`config.mk`:
```
export PLATFORM = sky130hd
export DESIGN_NAME = flash_mode_seq
export DESIGN_NICKNAME = d
export VERILOG_FILES = /design/src/rtl/flash_mode_pkg.sv /design/src/rtl/flash_wait_timer.sv /design/src/rtl/flash_switch_steps.sv /design/src/rtl/flash_rd_settings.sv /design/src/rtl/flash_mode_seq.sv
export SDC_FILE = /design/constraint.sdc
export NUM_CORES = 1
export LEC_CHECK = 0
export ABC_AREA = 1
export BUFFER_PORTS_ARGS = -buffer_cell sky130_fd_sc_hd__buf_2
export CAP_MARGIN = 40
export CELL_PAD_IN_SITES_DETAIL_PLACEMENT = 0
export CELL_PAD_IN_SITES_GLOBAL_PLACEMENT = 1
export CORE_UTILIZATION = 31
export DETAILED_ROUTE_END_ITERATION = 6
export PLACE_DENSITY_LB_ADDON = 0.1
export SLEW_MARGIN = 20
export SYNTH_ARGS = -nofsm -noshare
export SYNTH_HDL_FRONTEND = slang
export SYNTH_SLANG_ARGS = --single-unit
```
`constraint.sdc`:
```
create_clock -name clk -period 2.1 [get_ports clk]
set_clock_uncertainty 0.1 [all_clocks]
set_input_delay 0.105 -clock clk [delete_from_list [all_inputs] [get_ports clk]]
set_output_delay 0.105 -clock clk [all_outputs]
set_load 0.02 [all_outputs]
```
`src/rtl/flash_mode_pkg.sv`:
```
package flash_mode_pkg;

    typedef enum logic [1:0] {
        ST_IDLE,
        ST_ISSUE,
        ST_WAIT_RESP,
        ST_DELAY
    } seq_state_e;

    typedef struct packed {
        logic [7:0]  opcode;
        logic [31:0] addr;
        logic [2:0]  addr_bytes;
        logic        proto;
        logic        has_data;
        logic [7:0]  data;
    } flash_cmd_t;

    localparam logic [7:0] OP_CFG_WRITE   = 8'h81;
    localparam logic [7:0] CFG_OCTAL_DDR  = 8'hE7;
    localparam logic [7:0] OP_RST_ENABLE  = 8'h66;
    localparam logic [7:0] OP_RST_MEMORY  = 8'h99;
    localparam logic [7:0] OP_RD_OCTAL    = 8'hFD;
    localparam logic [7:0] OP_RD_FAST_4B  = 8'h0C;
    localparam logic       PROTO_SINGLE   = 1'b0;
    localparam logic       PROTO_OCT_DTR  = 1'b1;

endpackage

```
`src/rtl/flash_wait_timer.sv`:
```
module flash_wait_timer #(
    parameter int CYCLES = 50
) (
    input  logic clk,
    input  logic rst_n,
    input  logic run,
    output logic expired
);
    localparam int CNT_W = $clog2(CYCLES + 1);

    logic [CNT_W-1:0] count_d, count_q;

    always_comb begin
        expired = run && (count_q == CNT_W'(CYCLES - 1));
        if (!run || expired) count_d = '0;
        else                 count_d = count_q + 1'b1;
    end

    always_ff @(posedge clk or negedge rst_n) begin
        if (!rst_n) count_q <= '0;
        else        count_q <= count_d;
    end
endmodule

```
`src/rtl/flash_switch_steps.sv`:
```
module flash_switch_steps
    import flash_mode_pkg::*;
(
    input  logic       target,
    input  logic       step,
    output flash_cmd_t cmd,
    output logic       is_last,
    output logic       wait_after
);
    always_comb begin
        cmd = '0;
        if (target) begin
            cmd.opcode     = OP_CFG_WRITE;
            cmd.addr_bytes = 3'd3;
            cmd.proto      = PROTO_SINGLE;
            cmd.has_data   = 1'b1;
            cmd.data       = CFG_OCTAL_DDR;
            is_last        = 1'b1;
            wait_after     = 1'b0;
        end else begin
            cmd.opcode     = step ? OP_RST_MEMORY : OP_RST_ENABLE;
            cmd.proto      = PROTO_OCT_DTR;
            is_last        = step;
            wait_after     = 1'b1;
        end
    end
endmodule

```
`src/rtl/flash_rd_settings.sv`:
```
module flash_rd_settings
    import flash_mode_pkg::*;
#(
    parameter int DUMMY_W = 5
) (
    input  logic               mode,
    output logic [7:0]         rd_opcode,
    output logic [DUMMY_W-1:0] rd_dummy,
    output logic [2:0]         rd_addr_bytes,
    output logic               rd_proto
);
    always_comb begin
        rd_addr_bytes = 3'd4;
        if (mode) begin
            rd_opcode = OP_RD_OCTAL;
            rd_dummy  = DUMMY_W'(16);
            rd_proto  = PROTO_OCT_DTR;
        end else begin
            rd_opcode = OP_RD_FAST_4B;
            rd_dummy  = DUMMY_W'(8);
            rd_proto  = PROTO_SINGLE;
        end
    end
endmodule

```
`src/rtl/flash_mode_seq.sv`:
```
module flash_mode_seq
    import flash_mode_pkg::*;
#(
    parameter int CLK_FREQ_HZ = 50_000_000
) (
    input  logic        clk,
    input  logic        rst_n,
    input  logic        req_valid,
    input  logic        req_mode,
    output logic        req_done,
    output logic        req_err,
    output logic        cur_mode,
    output logic        cmd_valid,
    input  logic        cmd_ready,
    output logic [7:0]  cmd_opcode,
    output logic [31:0] cmd_addr,
    output logic [2:0]  cmd_addr_bytes,
    output logic        cmd_proto,
    output logic        cmd_has_data,
    output logic [7:0]  cmd_data,
    input  logic        cmd_resp_valid,
    input  logic        cmd_resp_fail,
    output logic [7:0]  rd_opcode,
    output logic [4:0]  rd_dummy,
    output logic [2:0]  rd_addr_bytes,
    output logic        rd_proto
);
    localparam int WAIT_CYCLES = (CLK_FREQ_HZ + 999_999) / 1_000_000;

    typedef struct packed {
        seq_state_e state;
        logic       step;
        logic       target;
        logic       mode;
        logic       done;
        logic       err;
    } seq_regs_t;

    seq_regs_t  r_d, r_q;
    flash_cmd_t step_cmd;
    logic       step_last, step_wait, wait_over, seq_busy;

    flash_switch_steps u_steps (
        .target     (r_q.target),
        .step       (r_q.step),
        .cmd        (step_cmd),
        .is_last    (step_last),
        .wait_after (step_wait)
    );

    flash_wait_timer #(.CYCLES(WAIT_CYCLES)) u_timer (
        .clk     (clk),
        .rst_n   (rst_n),
        .run     (r_q.state == ST_DELAY),
        .expired (wait_over)
    );

    flash_rd_settings #(.DUMMY_W(5)) u_rd (
        .mode          (r_q.mode),
        .rd_opcode     (rd_opcode),
        .rd_dummy      (rd_dummy),
        .rd_addr_bytes (rd_addr_bytes),
        .rd_proto      (rd_proto)
    );

    always_comb begin
        logic advance;
        r_d      = r_q;
        r_d.done = 1'b0;
        r_d.err  = 1'b0;
        advance  = 1'b0;
        unique case (r_q.state)
            ST_IDLE: begin
                if (req_valid) begin
                    if (req_mode == r_q.mode) begin
                        r_d.done = 1'b1;
                    end else begin
                        r_d.target = req_mode;
                        r_d.step   = 1'b0;
                        r_d.state  = ST_ISSUE;
                    end
                end
            end
            ST_ISSUE: begin
                if (cmd_ready) r_d.state = ST_WAIT_RESP;
            end
            ST_WAIT_RESP: begin
                if (cmd_resp_valid) begin
                    if (cmd_resp_fail) begin
                        r_d.done  = 1'b1;
                        r_d.err   = 1'b1;
                        r_d.state = ST_IDLE;
                    end else if (step_wait) begin
                        r_d.state = ST_DELAY;
                    end else begin
                        advance = 1'b1;
                    end
                end
            end
            ST_DELAY: begin
                if (wait_over) advance = 1'b1;
            end
            default: r_d.state = ST_IDLE;
        endcase
        if (advance) begin
            if (step_last) begin
                r_d.mode  = r_q.target;
                r_d.done  = 1'b1;
                r_d.state = ST_IDLE;
            end else begin
                r_d.step  = 1'b1;
                r_d.state = ST_ISSUE;
            end
        end
    end

    always_ff @(posedge clk or negedge rst_n) begin
        if (!rst_n) begin
            r_q <= '{state: ST_IDLE, step: 1'b0, target: 1'b0,
                     mode: 1'b0, done: 1'b0, err: 1'b0};
        end else begin
            r_q <= r_d;
        end
    end

    assign seq_busy       = (r_q.state != ST_IDLE);
    assign req_done       = r_q.done;
    assign req_err        = r_q.err;
    assign cur_mode       = r_q.mode;
    assign cmd_valid      = (r_q.state == ST_ISSUE);
    assign cmd_opcode     = step_cmd.opcode;
    assign cmd_addr       = step_cmd.addr;
    assign cmd_addr_bytes = step_cmd.addr_bytes;
    assign cmd_proto      = step_cmd.proto;
    assign cmd_has_data   = step_cmd.has_data;
    assign cmd_data       = step_cmd.data;
endmodule

```
==> After elaboration in Yosys (flattened, before gate mapping) <==
Index checks and enable logic that the tools add are counted.
{ "totals": {"ff_bits": 13, "output_inout_bits": 74} }
{ "op_classes": {"addsub": 1, "n_eq_ne": 10, "muxes": 34, "n_bitwise": 1, "reduce_logical": 8} }
{ "op_table": {"columns": ["operator", "count"], "rows": [
  ["two-way mux 8 bit", 3],
  ["two-way mux 2 bit", 8],
  ["two-way mux 1 bit", 14],
  ["two-way mux 9 bit", 1],
  ["inequality test 3 bit (second input constant)", 3],
  ["two-way mux 4 bit", 2],
  ["adder 6 x 1 -> 6 bit (second input constant)", 1],
  ["== test 6 bit (second input constant)", 1],
  ["two-way mux 6 bit", 1],
  ["case mux 2 bit (3 select lines)", 1],
  ["AND reduction 6 bit", 1],
  ["two-way mux 5 bit", 1],
  ["== test 2 bit (second input constant)", 2],
  ["inequality test 4 bit (second input constant)", 1],
  ["case mux 1 bit (2 select lines)", 2],
  ["nonzero test 4 bit", 1],
  ["two-way mux 3 bit", 1],
  ["inequality test 3 x 1 -> 1 bit (second input constant)", 1],
  ["AND reduction 3 bit", 1],
  ["== test 2 x 1 -> 1 bit (second input constant)", 1],
  ["logical NOT 2 bit", 1],
  ["AND reduction 2 bit", 1],
  ["== test 1 bit", 1],
  ["logical AND 1 bit", 1],
  ["3 further kinds", 3]
]} }

==> Longest topological paths before layout <==
Gate-level depths: netlist (run 1).
{ "depth": {"ltp_word": 6, "depth_mapped": 11, "depth_no_buf": 11} }

==> Hierarchy <==
A second synthesis (run 1) with hierarchy kept.
{ "unflattened": {"cells_unflattened": 181, "hier_area_um2": 1343.8} }
{ "by_module_without_submodules": {"columns": ["mod", "n_inst", "cells_each", "area_each_um2", "seq_area_each_um2"], "rows": [
  ["flash_mode_seq", 1, 68, 480.5, 175.2],
  ["flash_switch_steps", 1, 57, 405.4, 0.0],
  ["flash_wait_timer", 1, 37, 326.6, 150.1],
  ["flash_rd_settings", 1, 19, 131.4, 0.0]
]} }

==> Worst setup path before layout (run 1) <==
Ideal clock, no wire load.
{ "synth_timing": {"kind": "reg2reg", "from": "reg r_q[3] (netlist bit)", "to": "reg r_q (netlist bit req_done)", "setup_time_ns": 0.132, "arrival_ns": 1.541, "required_ns": 1.868, "slack_ns": 0.327, "path_stages_with_launch": 5, "n_path_buf": 0, "synth_period_minus_slack_ns": 1.773, "cell_sequence": "dfrtp_1 nor2_1 inv_1 nand2_1 o211ai_1"} }
{ "synth_lines": {"columns": ["element", "line_no", "rtl"], "rows": [
  ["start: declaration", "flash_mode_seq.sv:39", "seq_regs_t r_d, r_q;"],
  ["start signal: assignment", "flash_mode_seq.sv:119", "r_q <= '{state: ST_IDLE, step: 1'b0, target: 1'b0,"],
  ["start signal: assignment", "flash_mode_seq.sv:122", "r_q <= r_d;"]
]} }

==> Worst setup path after layout (run 1) <==
{ "layout_timing": {"from": "reg r_q[3] (netlist bit)", "to": "out cmd_opcode[7]"} }
{ "layout_via": {"elab_chain_cells": 1} }
{ "layout_lines": {"columns": ["element", "line_no", "rtl"], "rows": [
  ["two-way mux 8 bit", "flash_switch_steps.sv:12", "if (target) begin"],
  ["end: declaration", "flash_mode_seq.sv:15", "output logic [7:0] cmd_opcode,"]
]} }
Every way passes these cells.

==> results of run 1 <==
state kept, by name, summed over array words and instances (netlist names):
signal,cells
cur_mode,1
req_err,1
r_q,4
req_done,1
u_timer.count_q,6
final timing paths:
kind / start / to / slack [ns] / depth (start not counted)
max: r_q[3]$_DFFE_PN0P_ / cmd_opcode[7] / 0.52 / 3
min: cmd_resp_valid / req_err$_DFF_PN0_ / 0.06 / 3
min in group asynchronous: rst_n / req_done$_DFF_PN0_ / 0.18 / 2
max in group asynchronous: rst_n / u_timer.count_q[4]$_DFF_PN0_ / 1.49 / 2
max reg2reg: r_q[5]$_DFFE_PN0P_ / r_q[5]$_DFFE_PN0P_ / 0.53 / 11
min reg2reg: u_timer.count_q[0]$_DFF_PN0_ / u_timer.count_q[0]$_DFF_PN0_ / 0.39 / 1
worst max-delay path: stages (launching register included):
cell and delay (ns):
dfrtp_1 0.49, nor2_1 0.34, inv_1 0.12, buf_2 0.18
layout make-up:
cell class / count / area [sq um] / area share [%]
Tap cell: 48 / 60.1 / 4.84
Clock buffer: 4 / 45.0 / 3.63
Inverter: 17 / 66.3 / 5.35
Timing Repair Buffer: 37 / 190 / 15.3
Multi-Input combinational cell: 115 / 553 / 44.6
Sequential cell: 13 / 325 / 26.2
metrics by stage:
stage | area (sq um) | worst slack, ns | hold WS, ns | util, % | power (mW)
5_1_grt | 1240 | 0.330 | 0.0699 | 32.6 | 0.978
3_5_place_dp | 1180 | 0.533 | -0.0888 | 31.2 | 0.676
3_3_place_gp | 1180 | 0.545 | -0.0845 | 31.2 | 0.674
2_1_floorplan | 1430 | 0.327 | -0.291 | - | 0.666
6_report | 1240 | 0.518 | 0.0586 | 32.6 | 0.894
4_1_cts | 1240 | 0.477 | 0.0625 | 32.6 | 0.908
cells in the final DEF (no fill, tap or decap), types with 3 or more instances in the layout:
cell type	synthesis	final
nand3_1	7	7
nand2_1	25	25
inv_1	15	15
ha_1	6	6
dfrtp_1	13	13
clkbuf_8	0	3
conb_1	2	44
buf_2	0	36
nor2_1	14	14
cells in the mapped netlist:
master and count:
buf_4 64, nand2_1 25, inv_1 15, nor2_1 14
dfrtp_1 13, nand3_1 7, ha_1 6, a21oi_1 2
conb_1 2, nand2_2 2, nand2_4 2, nand4_1 2
nor3b_1 2, o21ai_0 2, inv_2 1, inv_4 1
nand3_2 1, nor2_2 1, nor3_1 1, o211ai_1 1
o21ai_1 1, o22ai_1 1, xnor2_1 1
cells by family (layout without fill, tap and decap cells):
logic type | Yosys count | in the layout | share of synthesized area (%)
and+or+nand+nor | 57 | 57 | 20.9
AOI/OAI and AO/OA | 7 | 7 | 3.06
other | 2 | 44 | 0.593
adders and majority gates | 6 | 6 | 5.92
xor gates and xnor gates | 1 | 1 | 0.691
buffers and inverters | 81 | 58 | 43.1
DFF | 13 | 13 | 25.7
per-layer routing:
metal	track usage [%]	routed length [microns]	vias to the layer above	part of all wire (%)
met5	0	0	-	0
met1	12.0	888	383	43
li1	-	-	440	-
met3	3.62	123	2	6.0
met4	1.60	4	0	0.20
met2	15.9	1030	34	50
report_power, final:
part / switching (mW) / internal (mW) / total, mW
clock: 0.0898 / 0.134 / 0.224
combinational: 0.265 / 0.105 / 0.371
sequential: 0.0254 / 0.274 / 0.300
==> results.sh, run 1 <==
export IMPL_num_nets_final=200
export IMPL_drive_gt1_share_pct=25.3
export IMPL_postCtsSetupRepairBufs=0
export IMPL_routabilityCongestion=0.882
export IMPL_cp_start_kind="flop"
export IMPL_ant_nets=0
export IMPL_path_class="flop to output pin"
export IMPL_first_iter_violations=45
export IMPL_wire_per_inst_microns=8.74
export IMPL_vias=859
export IMPL_cts_root_buf="clkbuf_8"
export IMPL_period_minus_slack_ns=1.58
export IMPL_synth_seq_cells=13
export IMPL_first_pass_iters=4
export IMPL_worst_path_max_fanout=14
export IMPL_powerDensity_nw_per_um2=721
export IMPL_dieArea_sq_um=4350
export IMPL_fin_setup_tns_ns=0
export IMPL_dp_cells=229
export IMPL_drc_errors=0
export IMPL_rsz0062_at_grt="no"
export IMPL_h_tree_depth=1
export IMPL_cts_buffers_inserted=3
export IMPL_cp_end_kind="output pin"
export IMPL_clk_pin_slew_worst_paths_ns=0.06
export IMPL_synthCells=167
export IMPL_syn_avg_cell_area_sq_um=7.59
export IMPL_grt_pass1_wl_mm=3.20
export IMPL_grt_overflow_total=0
export IMPL_synth_area_leaders="buf_4 (38%), dfrtp_1 (26%), nand2_1 (7.4%), ha_1 (5.9%), inv_1 (4.4%)"
export IMPL_start_util_pct=33.4
export IMPL_status="complete, no violations"
export IMPL_instances_no_fill=234
export IMPL_synth_top_cell_by_area="buf_4"
export IMPL_clock_latency_ns=0.24
export IMPL_syn_area_sq_um=1270
export IMPL_hold_violations=0
export IMPL_ys_warn_count=0
export IMPL_fin_crit_sh_pct=75.3
export IMPL_ios=81
export IMPL_cts_tree="built"
export IMPL_grt_pass1_vias=698
export IMPL_hold_buffers=1
export IMPL_required_ns=1.89
export IMPL_yosysTopAreaCellShare_pct=37.9
export IMPL_synth_cell_type_count=23
export IMPL_grt_usage_pct=9.64
export IMPL_ir_drop_v=0.000325
export IMPL_finalWirelength_mm=2.04
export IMPL_finalSetupViolations=0
export IMPL_hpwl_mm=1.74
export IMPL_crit_arrival_ns=1.38
export IMPL_fmax_ghz=0.632
export IMPL_rows=22
export IMPL_fp_dieH_microns=65.9
export IMPL_slew_viol_final=0
export IMPL_hold_class="input port to flop"
export IMPL_core_sq_um=3800
export IMPL_nFillCells=408
export IMPL_grt_max_degree=15
export IMPL_cts_sinks=13
export IMPL_post_cts_resized=0
export IMPL_area_growth_synth_to_final_pct=-2.17
export IMPL_viasPerCell=3.67
export IMPL_cap_violations=0
export IMPL_synth_seq_area_share_pct=25.7
export IMPL_antenna_found_initial=0
export IMPL_diodes=0
export IMPL_die_w_microns=65.9
export IMPL_total_leakage_power_nw=0.731
export IMPL_cts_buffer_depth=2
export IMPL_io_buffers=36
Note: power is estimated with default switching activity, not from simulation.
==> inputs of run 2 (changes only) <==
--- a/config.mk
+++ b/config.mk
@@ -10,7 +10,7 @@
 export CAP_MARGIN = 40
 export CELL_PAD_IN_SITES_DETAIL_PLACEMENT = 0
 export CELL_PAD_IN_SITES_GLOBAL_PLACEMENT = 1
-export CORE_UTILIZATION = 31
+export CORE_UTILIZATION = 28
 export DETAILED_ROUTE_END_ITERATION = 6
 export PLACE_DENSITY_LB_ADDON = 0.1
 export SLEW_MARGIN = 20
==> constraint.sdc (replaced) <==
create_clock -name clk -period 1.5 [get_ports clk]
set_clock_uncertainty 0.1 [all_clocks]
set_input_delay 0.075 -clock clk [delete_from_list [all_inputs] [get_ports clk]]
set_output_delay 0.075 -clock clk [all_outputs]
set_load 0.02 [all_outputs]
==> run 2 against run 1 <==
The flow now finishes with violations (negative setup slack). Sequential power grew 42%. Critical endpoint is now r_q[6]$_DFFE_PN0P_. Die area is 10% higher. Cell count is 7.3% higher. Highest routed layer unchanged.
==> results.sh, run 2 (synthesis results as in run 1) <==
export IMPL_status="complete, but fails checks"
export IMPL_failed_checks="negative setup slack"
export IMPL_ant_nets=0
export IMPL_routabilityCongestion=0.826
export IMPL_required_ns=1.53
export IMPL_largest_reg_flops=6
export IMPL_critical_path_max_stage_delay_ns=0.41
export IMPL_rrSetupSlack_ns=-0.006
export IMPL_vias=940
export IMPL_first_iter_violations=23
export IMPL_clock_latency_ns=0.24
export IMPL_ff2ff_path_depth=10
export IMPL_largest_register="u_timer.count_q"
export IMPL_start_util_pct=29.1
export IMPL_dp_cells=239
export IMPL_dieArea_sq_um=4800
export IMPL_area_growth_synth_to_final_pct=12.1
export IMPL_instances_no_fill=251
export IMPL_grt_overflow_total=0
export IMPL_drive_gt1_share_pct=38.7
export IMPL_grt_max_degree=14
export IMPL_hold_end="req_err$_DFF_PN0_"
export IMPL_cts_buffer_depth=2
export IMPL_io_buffers=36
export IMPL_hold_class="input port to flop"
export IMPL_slew_viol_final=0
export IMPL_cts_buffers_inserted=3
export IMPL_rsz0062_at_grt="yes"
export IMPL_dpl_cell_area_sq_um=1240
export IMPL_finalSetupViolations=1
export IMPL_rows=24
export IMPL_total_leakage_power_nw=0.798
export IMPL_cts_tree="built"
export IMPL_diodes=0
export IMPL_worst_path_max_fanout=4
export IMPL_final_cell_mix="conb_1 (44), buf_2 (36), nand2_1 (22)"
export IMPL_grt_pass1_wl_mm=3.46
export IMPL_placement_setup_worst_slack_ns=-0.0130
export IMPL_core_sq_um=4350
export IMPL_fp_dieH_microns=69.3
export IMPL_fin_crit_sh_pct=100
export IMPL_top_regs="u_timer.count_q (6), r_q (4)"
export IMPL_holdPathStages=3
export IMPL_fmax_ghz=0.664
export IMPL_powerDensity_nw_per_um2=1100
export IMPL_fin_ws_ns=-0.00634
export IMPL_cap_violations=0
export IMPL_antenna_found_initial=0
export IMPL_cts_root_buf="clkbuf_8"
export IMPL_h_tree_depth=1
export IMPL_slowest_stage="dfrtp_1"
export IMPL_rr_startpoint="r_q[5]$_DFFE_PN0P_"
export IMPL_ios=81
export IMPL_drc_errors=0
export IMPL_cp_start_kind="flop"
export IMPL_viasPerCell=3.75
export IMPL_cp_end_kind="flop"
export IMPL_num_nets_final=213
export IMPL_die_w_microns=69.3
export IMPL_hpwl_mm=1.90
export IMPL_fin_setup_tns_ns=-0.00634
export IMPL_first_pass_iters=4
export IMPL_hp_start="cmd_resp_valid"
export IMPL_hold_slack_ns=0.0426
export IMPL_cp_cell_sequence="inv_2 > ha_4 > inv_4 > a21oi_2 > nor2_1 > nand2_1 > nand2_4 > buf_4 > nand3_2 > nand2_1"
export IMPL_startpoint="r_q[5]$_DFFE_PN0P_"
export IMPL_cts_sinks=13
export IMPL_wire_per_inst_microns=9.51
export IMPL_hold_violations=0
export IMPL_final_cell_area_sq_um=1420
export IMPL_clk_pin_slew_worst_paths_ns=0.06
export IMPL_grt_usage_pct=9.04
export IMPL_period_minus_slack_ns=1.51
export IMPL_final_common_cell="conb_1"
export IMPL_path_class="flop to flop"
export IMPL_totalPowerFinal_mw=1.56
export IMPL_final_util_pct=32.6
export IMPL_ir_drop_v=0.000504
export IMPL_grt_pass1_vias=753
export IMPL_finalWirelength_mm=2.39
export IMPL_worst_path_most_repeated_cell="nand2_1"
export IMPL_r2r_end="r_q[6]$_DFFE_PN0P_"
export IMPL_crit_arrival_ns=1.54
## run 2: cell count changes in the layout (fill, tap and decap cells not counted), moves of 3 or more
cell,before,now
buf_4,0,12
nand2_2,2,5
inv_1,15,11
ha_2,0,3
ha_1,6,1
nand2_1,25,22
## run 2: timing repair
action                     4_1_cts  5_1_grt
resized for setup                3       20
pin swaps                        0       14
setup endpoints to repair        1        2
hold endpoints to repair        13        0
buffers inserted                 1        6
hold buffers                     1        0
## run 2: how the worst max path moves through the flow
stage | endpoint | slack (ns) | cells past startpoint
finish | r_q[6]$_DFFE_PN0P_ | -0.006 | 10
global route | r_q[6]$_DFFE_PN0P_ | -0.1 | 11
CTS | r_q[5]$_DFFE_PN0P_ | 0.001 | 10
detailed placement | r_q[5]$_DFFE_PN0P_ | -0.01 | 11
global placement | r_q[5]$_DFFE_PN0P_ | -0.04 | 11
floorplan | r_q[5]$_DFFE_PN0P_ | 0.02 | 9
## run 2: report_power, final
group	total, mW	switching, mW	internal, mW
registers	0.427	0.0408	0.386
clock network	0.311	0.123	0.187
logic	0.825	0.476	0.350
total	1.56	0.640	0.923
## run 2: worst max-delay path: cells and delay by family, from the launching register on
kind	cells	cell delay, ns
compound gates	1	0.10
flops	1	0.41
fa+ha+maj	1	0.17
buf+inv	3	0.29
simple gates	5	0.33
## run 2: routing by layer
metal / routed length [microns] / global-route usage [%] / up-vias / share of wire [%]
met4: 15 / 3.40 / 0 / 0.63
met3: 130 / 2.03 / 2 / 5.4
met1: 1040 / 11.9 / 435 / 44
met2: 1200 / 14.5 / 34 / 50
li1: - / - / 469 / -
met5: 0 / 0 / - / 0
## run 2: final cells by class
cell class                 count  area [sq um]
fill                         488          2930
tap                           52          65.1
multi-input combinational    115           619
timing repair buffer          50           292
clock buffer                   4          45.0
sequential                    13           327
inverter                      17          73.8
==> inputs of run 3 (changes only) <==
--- a/config.mk
+++ b/config.mk
@@ -10,6 +10,7 @@
 export CAP_MARGIN = 40
 export CELL_PAD_IN_SITES_DETAIL_PLACEMENT = 0
 export CELL_PAD_IN_SITES_GLOBAL_PLACEMENT = 1
+export CORE_MARGIN = 4
 export CORE_UTILIZATION = 28
 export DETAILED_ROUTE_END_ITERATION = 6
 export PLACE_DENSITY_LB_ADDON = 0.1
==> constraint.sdc (replaced) <==
create_clock -name clk -period 1.7 [get_ports clk]
set_clock_uncertainty 0.1 [all_clocks]
set_input_delay 0.085 -clock clk [delete_from_list [all_inputs] [get_ports clk]]
set_output_delay 0.085 -clock clk [all_outputs]
set_load 0.02 [all_outputs]
==> run 3 against run 2 <==
Sequential power is 14% lower. The run now ends clean. Die area is 18% higher. Register-to-register slack improved by 0.13 ns. Global-route usage decreased by 0.74 points. Highest routed layer unchanged. Worst hold slack better by 0.0034 ns. Utilization shrank 3.9 points.
==> results.sh, run 3 (synthesis results as in run 1) <==
export IMPL_grt_pass1_wl_mm=3.55
export IMPL_p_comb_share_pct=42.4
export IMPL_grt_max_degree=15
export IMPL_core_sq_um=4350
export IMPL_path_class="flop to flop"
export IMPL_diodes=0
export IMPL_dieArea_sq_um=5670
export IMPL_ir_drop_v=0.000525
export IMPL_cts_tree="built"
export IMPL_finalWirelength_mm=2.46
export IMPL_crit_arrival_ns=1.61
export IMPL_grt_pass1_vias=783
export IMPL_grt_overflow_total=0
export IMPL_rows=24
export IMPL_seq_area_sq_um=325
export IMPL_fp_dieH_microns=75.3
export IMPL_nFillCells=488
export IMPL_drive_gt1_share_pct=26.3
export IMPL_hold_violations=0
export IMPL_io_buffers=36
export IMPL_powerDensity_nw_per_um2=894
export IMPL_cts_sinks=13
export IMPL_wl_met2_mm=1.33
export IMPL_postCtsSetupRepairBufs=0
export IMPL_worst_path_max_fanout=5
export IMPL_seqPwrFrac_pct=32.9
export IMPL_hold_class="input port to flop"
export IMPL_antenna_found_initial=0
export IMPL_power_internal_mw=0.642
export IMPL_cp_start_kind="flop"
export IMPL_h_tree_depth=1
export IMPL_required_ns=1.73
export IMPL_start_util_pct=29.1
export IMPL_first_iter_violations=32
export IMPL_clock_latency_ns=0.24
export IMPL_ios=81
export IMPL_drc_errors=0
export IMPL_period_minus_slack_ns=1.58
export IMPL_p_clk_share_pct=24.7
export IMPL_cts_buffer_depth=2
export IMPL_slew_viol_final=0
export IMPL_fin_setup_tns_ns=0
export IMPL_cp_end_kind="flop"
export IMPL_wl_met1_microns=919
export IMPL_largest_register="u_timer.count_q"
export IMPL_cts_buffers_inserted=3
export IMPL_cts_root_buf="clkbuf_8"
export IMPL_clk_pin_slew_worst_paths_ns=0.06
export IMPL_dr_max_layer_used="met4"
export IMPL_final_util_pct=28.7
export IMPL_grt_usage_pct=8.30
export IMPL_area_growth_synth_to_final_pct=-1.38
export IMPL_fmax_ghz=0.635
export IMPL_multi_input_area_sq_um=558
export IMPL_num_nets_final=200
export IMPL_die_w_microns=75.3
export IMPL_rrSetupSlack_ns=0.12
export IMPL_status="complete, no violations"
export IMPL_hpwl_mm=2.13
export IMPL_final_common_cell="conb_1"
export IMPL_cap_violations=0
export IMPL_totalPowerFinal_mw=1.12
export IMPL_fin_crit_sh_pct=92.7
export IMPL_top_regs="u_timer.count_q (6), r_q (4)"
export IMPL_first_pass_iters=4
export IMPL_vias=879
export IMPL_total_leakage_power_nw=0.731
export IMPL_routabilityCongestion=0.746
export IMPL_final_cell_mix="conb_1 (44), buf_2 (36), nand2_1 (25)"
export IMPL_wl_met3_microns=196
export IMPL_largest_reg_flops=6
export IMPL_wire_per_inst_microns=10.4
export IMPL_rsz0062_at_grt="no"
export IMPL_finalSetupViolations=0
export IMPL_p_switching_mw=0.476
export IMPL_viasPerCell=3.69
export IMPL_swShare_pct=42.6
export IMPL_ant_nets=0
==> run 3: changes by cell type in the layout (fill, tap and decap cells not counted), sizes merged <==
cell | previous run | this run
buf | 49 | 36
==> run 3: path summary, 6_finish.rpt <==
kind | cells after the start | endpoint | start
worst max-delay path | 11 | r_q[5]$_DFFE_PN0P_ | r_q[6]$_DFFE_PN0P_
worst min-delay path | 3 | req_err$_DFF_PN0_ | cmd_resp_valid
worst max register to register | 11 | r_q[5]$_DFFE_PN0P_ | r_q[6]$_DFFE_PN0P_
worst min register to register | 1 | u_timer.count_q[0]$_DFF_PN0_ | u_timer.count_q[0]$_DFF_PN0_
max in group asynchronous | 2 | u_timer.count_q[5]$_DFF_PN0_ | rst_n
min in group asynchronous | 2 | cur_mode$_DFFE_PN0P_ | rst_n
==> run 3: through the flow <==
stage	instance area, sq um	hold slack (ns)	instances	setup slack, ns
after floorplan	1430	-0.311	209	0.130
after global placement	1190	-0.102	233	0.134
after detailed placement	1190	-0.0961	233	0.127
after CTS	1250	0.0496	238	0.114
after global routing	1250	0.0657	238	0.00792
final	1250	0.0460	238	0.125
==> run 3: area by class of cell <==
cell class              count  area share [%]
repair buffers             37            15.2
multi-input cells         115            44.6
flip-flops and latches     13            26.0
clock buffers               4            3.60
inverters                  17            5.31
well taps                  52            5.21
==> run 3: layer usage <==
metal  GRT usage, %  vias to the layer above
li1               -                      439
met1           9.39                      407
met2           14.5                       31
met3           3.20                        2
met4           2.33                        0
met5              0                        -
==> run 3: worst max-delay path, stage by stage, from the launching register on <==
cell and delay, ns:
dfrtp_1 0.43, inv_1 0.12, ha_2 0.20, inv_1 0.07
nand3_1 0.08, nand2_1 0.05, nor2_1 0.09, nand2_1 0.10
nand2_4 0.07, nand2_1 0.04, nand2_1 0.05, nand2_1 0.05
==> run 3: power by group through the flow <==
| stage | sequential, mW | combinational [mW] | clock [mW] |
|---|---|---|---|
| after global routing | 0.371 | 0.534 | 0.316 |
| after floorplan | 0.378 | 0.444 | 0 |
| after detailed placement | 0.375 | 0.463 | 0 |
| after CTS | 0.368 | 0.468 | 0.290 |
| final | 0.368 | 0.473 | 0.276 |
| after global placement | 0.374 | 0.465 | 0 |
==> run 3: what timing repair did <==
action                                 CTS  global route
resized for setup                        0             1
endpoints found under the hold margin   13             0
setup endpoints to repair                0             1
hold buffers                             1             0
